<file path="config.mk">
export PLATFORM = sky130hd
export DESIGN_NAME = state_mailbox
export DESIGN_NICKNAME = d
export VERILOG_FILES = /design/src/rtl/smb_pkg.sv /design/src/rtl/smb_schedule.sv /design/src/rtl/smb_age.sv /design/src/rtl/smb_store.sv /design/src/rtl/state_mailbox.sv
export SDC_FILE = /design/constraint.sdc
export NUM_CORES = 1
export LEC_CHECK = 0
export BUFFER_PORTS_ARGS = -buffer_cell sky130_fd_sc_hd__buf_2
export CAP_MARGIN = 20
export CORE_MARGIN = 2
export CORE_UTILIZATION = 52
export CTS_BUF_LIST = sky130_fd_sc_hd__clkbuf_4 sky130_fd_sc_hd__clkbuf_8
export DETAILED_ROUTE_END_ITERATION = 8
export GPL_ROUTABILITY_DRIVEN = 0
export PLACE_DENSITY = 0.68
export SETUP_SLACK_MARGIN = 0.2
export SLEW_MARGIN = 20
export SYNTH_ARGS = -nofsm -noshare
export SYNTH_HDL_FRONTEND = slang
export SYNTH_SLANG_ARGS = --single-unit
</file>
<file path="constraint.sdc">
create_clock -name clk -period 5.9 [get_ports clk]
set_clock_uncertainty 0.15 [all_clocks]
set_input_delay 1.18 -clock clk [delete_from_list [all_inputs] [get_ports clk]]
set_output_delay 1.18 -clock clk [all_outputs]
set_load 0.01 [all_outputs]
</file>
<file path="src/rtl/smb_pkg.sv">
package smb_pkg;

   // how an age equal to the limit is judged
   typedef enum logic {
      STALE_STRICT    = 1'b0,   // stale only when age > limit
      STALE_INCLUSIVE = 1'b1    // stale when age >= limit
   } stale_rule_e;

   localparam int DEF_DATA_W = 16;
   localparam int DEF_TIME_W = 16;
   localparam int DEF_DEPTH  = 8;

endpackage

</file>
<file path="src/rtl/smb_schedule.sv">
// Static fetch schedule: entry e owns phase SLOT_OFFSET + e*SLOT_STRIDE.
module smb_schedule #(
   parameter int DEPTH       = 8,
   parameter int IDX_W       = 3,
   parameter int ROUND_W     = 5,
   parameter int SLOT_OFFSET = 1,
   parameter int SLOT_STRIDE = 4
) (
   input  logic [ROUND_W-1:0] phase,
   output logic               hit,
   output logic [IDX_W-1:0]   idx
);

   logic [DEPTH-1:0] match;

   for (genvar e = 0; e < DEPTH; e++) begin : g_slot
      localparam int SLOT_AT = SLOT_OFFSET + e * SLOT_STRIDE;
      assign match[e] = (phase == ROUND_W'(SLOT_AT));
   end

   always_comb begin
      idx = '0;
      for (int e = 0; e < DEPTH; e++) begin
         if (match[e]) idx = IDX_W'(e);
      end
   end

   assign hit = |match;

endmodule

</file>
<file path="src/rtl/smb_age.sv">
// Temporal accuracy test of one stamped value.
module smb_age #(
   parameter int                  TIME_W = 16,
   parameter smb_pkg::stale_rule_e RULE  = smb_pkg::STALE_STRICT
) (
   input  logic [TIME_W-1:0] now,
   input  logic [TIME_W-1:0] stamp,
   input  logic              valid,
   input  logic [TIME_W-1:0] limit,
   output logic              stale
);

   logic [TIME_W-1:0] age;
   logic              too_old;

   assign age = now - stamp;   // modular on purpose: survives time wrap

   if (RULE == smb_pkg::STALE_INCLUSIVE) begin : g_incl
      assign too_old = (age >= limit);
   end else begin : g_strict
      assign too_old = (age > limit);
   end

   assign stale = !valid || too_old;

endmodule

</file>
<file path="src/rtl/smb_store.sv">
// Entry storage: two write ports (B has priority), two read ports.
module smb_store #(
   parameter int DEPTH  = 8,
   parameter int IDX_W  = 3,
   parameter int DATA_W = 16,
   parameter int TIME_W = 16
) (
   input  logic              clk,
   input  logic              rst_n,
   input  logic              a_we,
   input  logic [IDX_W-1:0]  a_idx,
   input  logic [DATA_W-1:0] a_data,
   input  logic [TIME_W-1:0] a_stamp,
   input  logic              b_we,
   input  logic [IDX_W-1:0]  b_idx,
   input  logic [DATA_W-1:0] b_data,
   input  logic [TIME_W-1:0] b_stamp,
   input  logic [IDX_W-1:0]  r_idx,
   output logic [DATA_W-1:0] r_data,
   output logic [TIME_W-1:0] r_stamp,
   output logic              r_valid,
   input  logic [IDX_W-1:0]  f_idx,
   output logic [DATA_W-1:0] f_data,
   output logic [TIME_W-1:0] f_stamp,
   output logic              f_valid
);

   logic [DATA_W-1:0] data_q  [DEPTH];
   logic [TIME_W-1:0] stamp_q [DEPTH];
   logic [DEPTH-1:0]  valid_q;

   always_ff @(posedge clk or negedge rst_n) begin
      if (!rst_n) begin
         for (int e = 0; e < DEPTH; e++) begin
            data_q[e]  <= '0;
            stamp_q[e] <= '0;
         end
         valid_q <= '0;
      end else begin
         for (int e = 0; e < DEPTH; e++) begin
            if (b_we && b_idx == IDX_W'(e)) begin
               data_q[e]  <= b_data;
               stamp_q[e] <= b_stamp;
               valid_q[e] <= 1'b1;
            end else if (a_we && a_idx == IDX_W'(e)) begin
               data_q[e]  <= a_data;
               stamp_q[e] <= a_stamp;
               valid_q[e] <= 1'b1;
            end
         end
      end
   end

   assign r_data  = data_q[r_idx];
   assign r_stamp = stamp_q[r_idx];
   assign r_valid = valid_q[r_idx];
   assign f_data  = data_q[f_idx];
   assign f_stamp = stamp_q[f_idx];
   assign f_valid = valid_q[f_idx];

endmodule

</file>
<file path="src/rtl/state_mailbox.sv">
module state_mailbox #(
   parameter int                   DATA_W      = smb_pkg::DEF_DATA_W,
   parameter int                   TIME_W      = smb_pkg::DEF_TIME_W,
   parameter int                   DEPTH       = smb_pkg::DEF_DEPTH,
   parameter int                   ROUND_W     = 5,
   parameter int                   SLOT_OFFSET = 1,
   parameter int                   SLOT_STRIDE = 4,
   parameter smb_pkg::stale_rule_e STALE_RULE  = smb_pkg::STALE_STRICT,
   localparam int                  IDX_W       = $clog2(DEPTH)
) (
   input  logic              clk,
   input  logic              rst_n,
   input  logic [TIME_W-1:0] gtime,
   input  logic [TIME_W-1:0] acc_limit,
   input  logic              wr_en,
   input  logic [IDX_W-1:0]  wr_idx,
   input  logic [DATA_W-1:0] wr_data,
   input  logic              rd_en,
   input  logic [IDX_W-1:0]  rd_idx,
   output logic [DATA_W-1:0] rd_data,
   output logic [TIME_W-1:0] rd_stamp,
   output logic              rd_valid,
   output logic              rd_stale,
   output logic              fetch_valid,
   output logic [IDX_W-1:0]  fetch_idx,
   output logic [DATA_W-1:0] fetch_data,
   output logic [TIME_W-1:0] fetch_stamp,
   output logic              fetch_stale,
   output logic              conflict
);

   localparam int LAST_SLOT = SLOT_OFFSET + (DEPTH - 1) * SLOT_STRIDE;

   // elaboration-time parameter checks
   if (DEPTH < 2) begin : g_bad_depth
      $error("state_mailbox: DEPTH must be at least 2");
   end
   if (SLOT_STRIDE < 2) begin : g_bad_stride
      $error("state_mailbox: SLOT_STRIDE must be at least 2");
   end
   if (LAST_SLOT >= (1 << ROUND_W)) begin : g_bad_round
      $error("state_mailbox: schedule does not fit in one round");
   end
   if (ROUND_W > TIME_W) begin : g_bad_time
      $error("state_mailbox: ROUND_W exceeds TIME_W");
   end

   // schedule decode
   logic             slot_hit;
   logic [IDX_W-1:0] slot_idx;

   smb_schedule #(
      .DEPTH(DEPTH), .IDX_W(IDX_W), .ROUND_W(ROUND_W),
      .SLOT_OFFSET(SLOT_OFFSET), .SLOT_STRIDE(SLOT_STRIDE)
   ) u_sched (
      .phase(gtime[ROUND_W-1:0]),
      .hit  (slot_hit),
      .idx  (slot_idx)
   );

   // write steering: a write on its entry's fetch instant is held one cycle
   logic              clash;
   logic              direct_we;
   logic              hold_v;
   logic [IDX_W-1:0]  hold_idx;
   logic [DATA_W-1:0] hold_data;
   logic [TIME_W-1:0] hold_stamp;

   assign clash     = wr_en && slot_hit && (wr_idx == slot_idx);
   assign direct_we = wr_en && !clash;

   always_ff @(posedge clk or negedge rst_n) begin
      if (!rst_n) begin
         hold_v     <= 1'b0;
         hold_idx   <= '0;
         hold_data  <= '0;
         hold_stamp <= '0;
      end else begin
         hold_v <= clash;
         if (clash) begin
            hold_idx   <= wr_idx;
            hold_data  <= wr_data;
            hold_stamp <= gtime;
         end
      end
   end

   assign conflict = hold_v;

   // storage
   logic [DATA_W-1:0] rd_data_c, ft_data_c;
   logic [TIME_W-1:0] rd_stamp_c, ft_stamp_c;
   logic              rd_valid_c, ft_valid_c;

   smb_store #(
      .DEPTH(DEPTH), .IDX_W(IDX_W), .DATA_W(DATA_W), .TIME_W(TIME_W)
   ) u_store (
      .clk    (clk),
      .rst_n  (rst_n),
      .a_we   (hold_v),
      .a_idx  (hold_idx),
      .a_data (hold_data),
      .a_stamp(hold_stamp),
      .b_we   (direct_we),
      .b_idx  (wr_idx),
      .b_data (wr_data),
      .b_stamp(gtime),
      .r_idx  (rd_idx),
      .r_data (rd_data_c),
      .r_stamp(rd_stamp_c),
      .r_valid(rd_valid_c),
      .f_idx  (slot_idx),
      .f_data (ft_data_c),
      .f_stamp(ft_stamp_c),
      .f_valid(ft_valid_c)
   );

   // accuracy tests for both paths
   logic rd_stale_c, ft_stale_c;

   smb_age #(.TIME_W(TIME_W), .RULE(STALE_RULE)) u_age_rd (
      .now(gtime), .stamp(rd_stamp_c), .valid(rd_valid_c),
      .limit(acc_limit), .stale(rd_stale_c)
   );

   smb_age #(.TIME_W(TIME_W), .RULE(STALE_RULE)) u_age_ft (
      .now(gtime), .stamp(ft_stamp_c), .valid(ft_valid_c),
      .limit(acc_limit), .stale(ft_stale_c)
   );

   // consumer read port, one cycle latency
   always_ff @(posedge clk or negedge rst_n) begin
      if (!rst_n) begin
         rd_data  <= '0;
         rd_stamp <= '0;
         rd_valid <= 1'b0;
         rd_stale <= 1'b1;
      end else if (rd_en) begin
         rd_data  <= rd_data_c;
         rd_stamp <= rd_stamp_c;
         rd_valid <= rd_valid_c;
         rd_stale <= rd_stale_c;
      end
   end

   // communication-side fetch register
   always_ff @(posedge clk or negedge rst_n) begin
      if (!rst_n) begin
         fetch_valid <= 1'b0;
         fetch_idx   <= '0;
         fetch_data  <= '0;
         fetch_stamp <= '0;
         fetch_stale <= 1'b0;
      end else begin
         fetch_valid <= slot_hit;
         if (slot_hit) begin
            fetch_idx   <= slot_idx;
            fetch_data  <= ft_data_c;
            fetch_stamp <= ft_stamp_c;
            fetch_stale <= ft_stale_c;
         end
      end
   end

endmodule

</file>
# [Yosys cells after proc, flatten, opt, wreduce, memory -nomap -nowiden]
# Index checks and enable logic that the tools add are counted.
[totals] ramBits=0 mem_count=0 output_inout_bits=72 latchBits=0 register_bits=371 rom_bits=0
[op_classes] n_lt_le_gt_ge=6 div=0 reduce_logical=35 mul=0 shifts=0 n_eq_ne=23 bitwise=2 muxes=71 add_sub_neg=2
[op_table] cell="two-way mux 16 bit" count=40
[op_table] cell="binary-select mux 16 bit (select 3 bit)" count=4
[op_table] cell="greater-than comparator 16 bit" count=2
[op_table] cell="subtractor 16 bit" count=2
[op_table] cell="equality test 3 bit (second input constant)" count=8
[op_table] cell="equality test 5 bit (second input constant)" count=4
[op_table] cell="logical AND 1 bit" count=19
[op_table] cell="two-way mux 1 bit" count=19
[op_table] cell="nonzero test 2 bit" count=8
[op_table] cell="equality test 3 x 2 -> 1 bit (second input constant)" count=4
[op_table] cell="two-way mux 3 bit" count=4
[op_table] cell="equality test 5 x 4 -> 1 bit (second input constant)" count=2
[op_table] cell=">= comparator 4 bit (second input constant)" count=2
[op_table] cell="< comparator 3 x 4 -> 1 bit (second input constant)" count=2
[op_table] cell="NOT 3 -> 4 bit" count=2
[op_table] cell="OR reduction 8 bit" count=1
[op_table] cell="binary-select mux 1 bit (select 3 bit)" count=2
[op_table] cell="equality test 3 x 1 -> 1 bit (second input constant)" count=2
[op_table] cell="logical NOT 3 bit" count=2
[op_table] cell="equality test 5 x 1 -> 1 bit (second input constant)" count=1
[op_table] cell="equality test 5 x 3 -> 1 bit (second input constant)" count=1
[op_table] cell="two-way mux 2 bit" count=2
[op_table] cell="equality test 3 bit" count=1
[op_table] cell="logical NOT 1 bit" count=3
[op_table] cell="logical OR 1 bit" count=2

# [Depth between registers and ports, before layout]
[depth] depth_word=15 ltp_mapped=24 mapped_depth_nobuf=22

# [Cells and area by module]
# From an unflattened synthesis, not the netlist that was laid out.
[hier_totals] cells_unflattened=2036 area_unflattened_um2=22968.3
[by_module_without_submodules] mod="smb_store" seq_area_each_um2=6606.3 cells_each=1441 area_per_inst_um2=16298.1 n_inst=1
[by_module_without_submodules] mod="state_mailbox" seq_area_each_um2=2678.8 cells_each=229 area_per_inst_um2=3986.3 n_inst=1
[by_module_without_submodules] mod="smb_age" seq_area_each_um2=0.0 cells_each=181 area_per_inst_um2=1322.5 n_inst=2
[by_module_without_submodules] mod="smb_schedule" seq_area_each_um2=0.0 cells_each=4 area_per_inst_um2=38.8 n_inst=1

# [Worst setup path before layout]
# No wires, ideal clock.
[synth_timing] path_type="in2reg" from="in rd_idx[1]" to="reg rd_stale" cell_stages=18 t_required_ns=5.671 path_buffers=2 arrival_time_ns=5.013 path_slack_ns=0.658 path_cell_list="buf_2 -> buf_2 -> mux4_2 -> mux2i_1 -> ha_1 -> a21o_1 -> or3_1 -> o2111ai_1 -> a21boi_1 -> a221oi_2 -> xnor2_1 -> ha_1 -> nand3_1 -> nor3_1 -> o21ai_0 -> a31oi_1 -> a2111oi_0 -> o21ai_0"
[synth_via] elab_chain_len=7
[synth_lines] item="start, declared" line="state_mailbox.sv:19" text="input logic [IDX_W-1:0] rd_idx,"
[synth_lines] item="NOT 3 -> 4 bit (implied by the code)" line="smb_store.sv:55" text="assign r_stamp = stamp_q[r_idx];"
[synth_lines] item="binary-select mux 16 bit (select 3 bit)" line="smb_store.sv:55"
[synth_lines] item="two-way mux 16 bit (implied by the code) (2 in a row)" line="smb_store.sv:55"
[synth_lines] item="subtractor 16 bit" line="smb_age.sv:16" text="assign age = now - stamp;"
[synth_lines] item="greater-than comparator 16 bit" line="smb_age.sv:21" text="assign too_old = (age > limit);"
[synth_lines] item="logical OR 1 bit (*)" line="smb_age.sv:24" text="assign stale = !valid || too_old;"
[synth_lines] item="end signal, assigned" line="state_mailbox.sv:142" text="rd_stale <= rd_stale_c;"
[synth_lines] item="end, declared" line="state_mailbox.sv:23" text="output logic rd_stale,"
# Mark *: on every way between the ends. The rest lies on a longest branch, timed or not. The select of a mux whose other input is x is not followed.
# A chain may end at the register's enable or synchronous reset.

# [Worst setup path in the final report]
[layout_timing] from="in gtime[1]" to="reg fetch_stale"
[layout_via] elab_chain_len=15
[layout_lines] item="start, declared" line="state_mailbox.sv:13" text="input logic [TIME_W-1:0] gtime,"
[layout_lines] item="equality test 5 x 3 -> 1 bit" line="smb_schedule.sv:18" text="assign match[e] = (phase == ROUND_W'(SLOT_AT));"
[layout_lines] item="two-way mux 1 bit" line="smb_schedule.sv:24" text="if (match[e]) idx = IDX_W'(e);"
[layout_lines] item="two-way mux 2 bit (2 in a row)" line="smb_schedule.sv:24"
[layout_lines] item="two-way mux 3 bit (4 in a row)" line="smb_schedule.sv:24"
[layout_lines] item="NOT 3 -> 4 bit (implied by the code)" line="smb_store.sv:58" text="assign f_stamp = stamp_q[f_idx];"
[layout_lines] item="binary-select mux 16 bit (select 3 bit)" line="smb_store.sv:58"
[layout_lines] item="two-way mux 16 bit (implied by the code) (2 in a row)" line="smb_store.sv:58"
[layout_lines] item="subtractor 16 bit" line="smb_age.sv:16"
[layout_lines] item="greater-than comparator 16 bit" line="smb_age.sv:21"
[layout_lines] item="logical OR 1 bit" line="smb_age.sv:24"
[layout_lines] item="end signal, assigned" line="state_mailbox.sv:160" text="fetch_stale <= ft_stale_c;"
[layout_lines] item="end, declared" line="state_mailbox.sv:28" text="output logic fetch_stale,"
# Parallel ways exist; a longest one is shown, timed or not. The select of a mux whose other input is x is not followed.

==> run metrics <==
multi-input logic area=12300 µm²; sw frac=34.2%; Final Max Slew Viols=0; Die ar.=45500 µm²; first-pass GRT wire length=109000 µm; Power Dens Cells=353 nW/µm²; Netlist Area Pre-Place=approximately 23000 µm²; Synth Flop Type=dfrtp_1; internal power=roughly 5.8 mW; Remaining DRCs=0; Synth top area share=roughly two fifths; Synth Area per Inst=roughly 9.4 µm²; Mapped Cells=2428; FP Rows=between 70 and 80; Nets=2571; fraction of layout cells with a size suffix above 1=16.6%; input/output buffers=129; antenna violations before repair=2; worst slew pin tran=around 1.0 ns; CP arrival=5.60 ns; Vias/cell=6.22; Routed WL=71300 µm; CTS sink count=~370; CP Capture Type=register; total number of yosys warnings=0; vias in the first global route=around 19k; flip-flop and latch area=9290 µm²; # IOs=130; Total GRT Usage=a little under a third; max cap viols=0; FMAX=193 MHz; Post-synth EDFFs=0; crit share post-route=a little under 90%; Post-CTS Setup Bufs=0; Seq/Total Area, Yosys=between 40% and 50%; cts repair resizes=0; drt pass-1 iters=7; drt wl/cell=23.1 µm; cts hold-fix bufs=0; run status=complete, no violations; clk_lat worst skew=0.66 ns; Hold Crit Class=register to register; Tot Pwr=8.84 mW; Clk pwr share=30.1%; post-synth cell types=68; Initial Util=around 53%; asr flop ratio synth=between 90% and 100%; most common cell in the synthesized netlist=nand2_1; DRT iter0 DRCs=2289; post-DP HPWL=44700 µm; final worst setup slack=0.729 ns; Synth area leaders=dfrtp_1 (41%), mux2i_1 (14%), mux4_2 (6.6%); htree depth=3; Final Hold Vio Count=0; CTS tree=done; setup TNS=0 ns; unrepaired setup endpoints after global routing=no; CORE AREA=43200 µm²; Die Width=213 µm; Final Setup Violations=0; Flop pwr share=41.9%; Slew headroom=around 33%; fillcell total=about 3.8k; DP Worst Slack=0.234 ns; Net Switching=about 3.0 mW; clk root buf=clkbuf_8; combinational share of power=28.0%; Setup crit start kind=input port; worst endpoint required time=6.33 ns; Num CTS Buffers=between 60 and 70; largest net degree at the start of global routing=117; area grow syn2layout=9.86%; grt ovf=0; leading area contributor after synthesis=dfrtp_1; CP Class=input port to register; Die Y-Extent=213 µm; post-synthesis register bit count=371; Detail Route Antenna Nets=0; crit path max fanout=27; most common library cells after synthesis=nand2_1 (376), dfrtp_1 (370), mux2i_1 (325); Syn Nets=2551; Peak VDD IR=0.000167 V; DR vias=19.2k; clock transition at the registers of the reported paths=0.06 ns; Clock Path Buffers=3; leakage power=11.4 nW; Period minus WS final=5.17 ns
[cells by family (layout without fill, tap and decap cells)]
family	after synthesis	after routing	synth area share, %
AND/OR/NAND/NOR	759	759	14.2
AO/OA/AOI/OAI	537	537	13.7
multiplexers	395	395	21.0
buffers and inverters	271	340	5.56
XOR/XNOR	30	30	1.15
adder cells (fa/ha/maj)	65	65	3.64
other	0	1	0
flip-flops	371	371	40.8
[power by group through the flow]
stage | clock network, mW | logic [mW] | registers (mW)
finish | 2.66 | 2.47 | 3.71
global route | 2.82 | 2.73 | 3.77
CTS | 2.69 | 2.45 | 3.68
detailed placement | 0 | 2.44 | 3.71
global placement | 0 | 2.35 | 3.69
floorplan | 0 | 1.86 | 3.48
[layout make-up]
| class | instances | area share [%] |
|---|---|---|
| Multi-Input combinational cell | 1786 | 49.0 |
| Sequential cell | 371 | 37.1 |
| Clock buffer | 106 | 5.23 |
| Timing Repair Buffer | 194 | 4.70 |
| Tap cell | 585 | 2.92 |
| Clock inverter | 12 | 0.605 |
| Inverter | 28 | 0.420 |
| Antenna cell | 1 | 0.0100 |
[sequential cells by signal (all words and copies together), names as in the netlist, 8 cells and up]
signal           cells
rd_stamp            16
fetch_data          16
fetch_stamp         16
hold_stamp          16
u_store.valid_q      8
rd_data             16
hold_data           16
u_store.data_q     128
u_store.stamp_q    128
[per-stage QoR]
| stage | utilization [%] | hold WS, ns | instance area [µm²] | instances |
|---|---|---|---|---|
| global route | 58.0 | 0.351 | 25000 | 3082 |
| global placement | 54.6 | 0.306 | 23600 | 2964 |
| floorplan | - | 0.300 | 22800 | 2428 |
| detailed placement | 54.6 | 0.314 | 23600 | 2964 |
| finish | 58.0 | 0.322 | 25000 | 3083 |
| CTS | 58.0 | 0.327 | 25000 | 3082 |
[per-layer routing]
layer / GRT usage, % / up-vias / routed length (µm)
li1: - / 8602 / -
met1: 44.9 / 9298 / 30200
met2: 47.7 / 1103 / 31800
met3: 6.94 / 156 / 7540
met4: 11.3 / 4 / 1770
met5: 0 / - / 31
[critical path: stages]
cell and delay (ns):
buf_2 0.24, nand2b_4 0.21, inv_2 0.05, buf_4 0.25, and3_1 0.23, a211oi_1 0.21
a311oi_1 0.08, a41oi_1 0.53, ha_1 0.37, a21oi_1 0.23, o21ai_0 0.17, o21ai_0 0.27
a21oi_1 0.11, o22ai_1 0.18, xnor2_1 0.12, ha_1 0.32, nand4_1 0.15, nor3_1 0.26
o21ai_0 0.12, a21oi_1 0.12, o21ai_0 0.09, nand3_1 0.09
[layout by cell type, fill, tap and decap left out, drive strengths merged, types with 11 or more instances in the layout]
cell type  count
ha            63
or2           15
buf          194
nand2b        12
nand2        376
nor3          12
a211oi        39
clkbuf       106
and3          15
a21oi        240
o21ai        149
mux2i        325
nor2b         26
mux4          67
xnor2         23
inv           31
a31oi         18
a41oi         14
and2          11
dfrtp        370
nand3         25
nor2         240
a311oi        30
[path summary, 6_finish.rpt]
| kind | from | to | slack (ns) | cells past startpoint |
|---|---|---|---|---|
| max in group asynchronous | rst_n | u_store.data_q[118] | 3.81 | 2 |
| max | gtime[1] | fetch_stale | 0.73 | 22 |
| min in group asynchronous | rst_n | u_store.stamp_q[82] | 0.49 | 1 |
| max reg2reg | u_store.stamp_q[38] | rd_stale | 1.36 | 16 |
| min reg2reg | fetch_data[6] | fetch_data[6] | 0.32 | 2 |
| min | fetch_data[6] | fetch_data[6] | 0.32 | 2 |
Power figures use the tool's default switching activity.
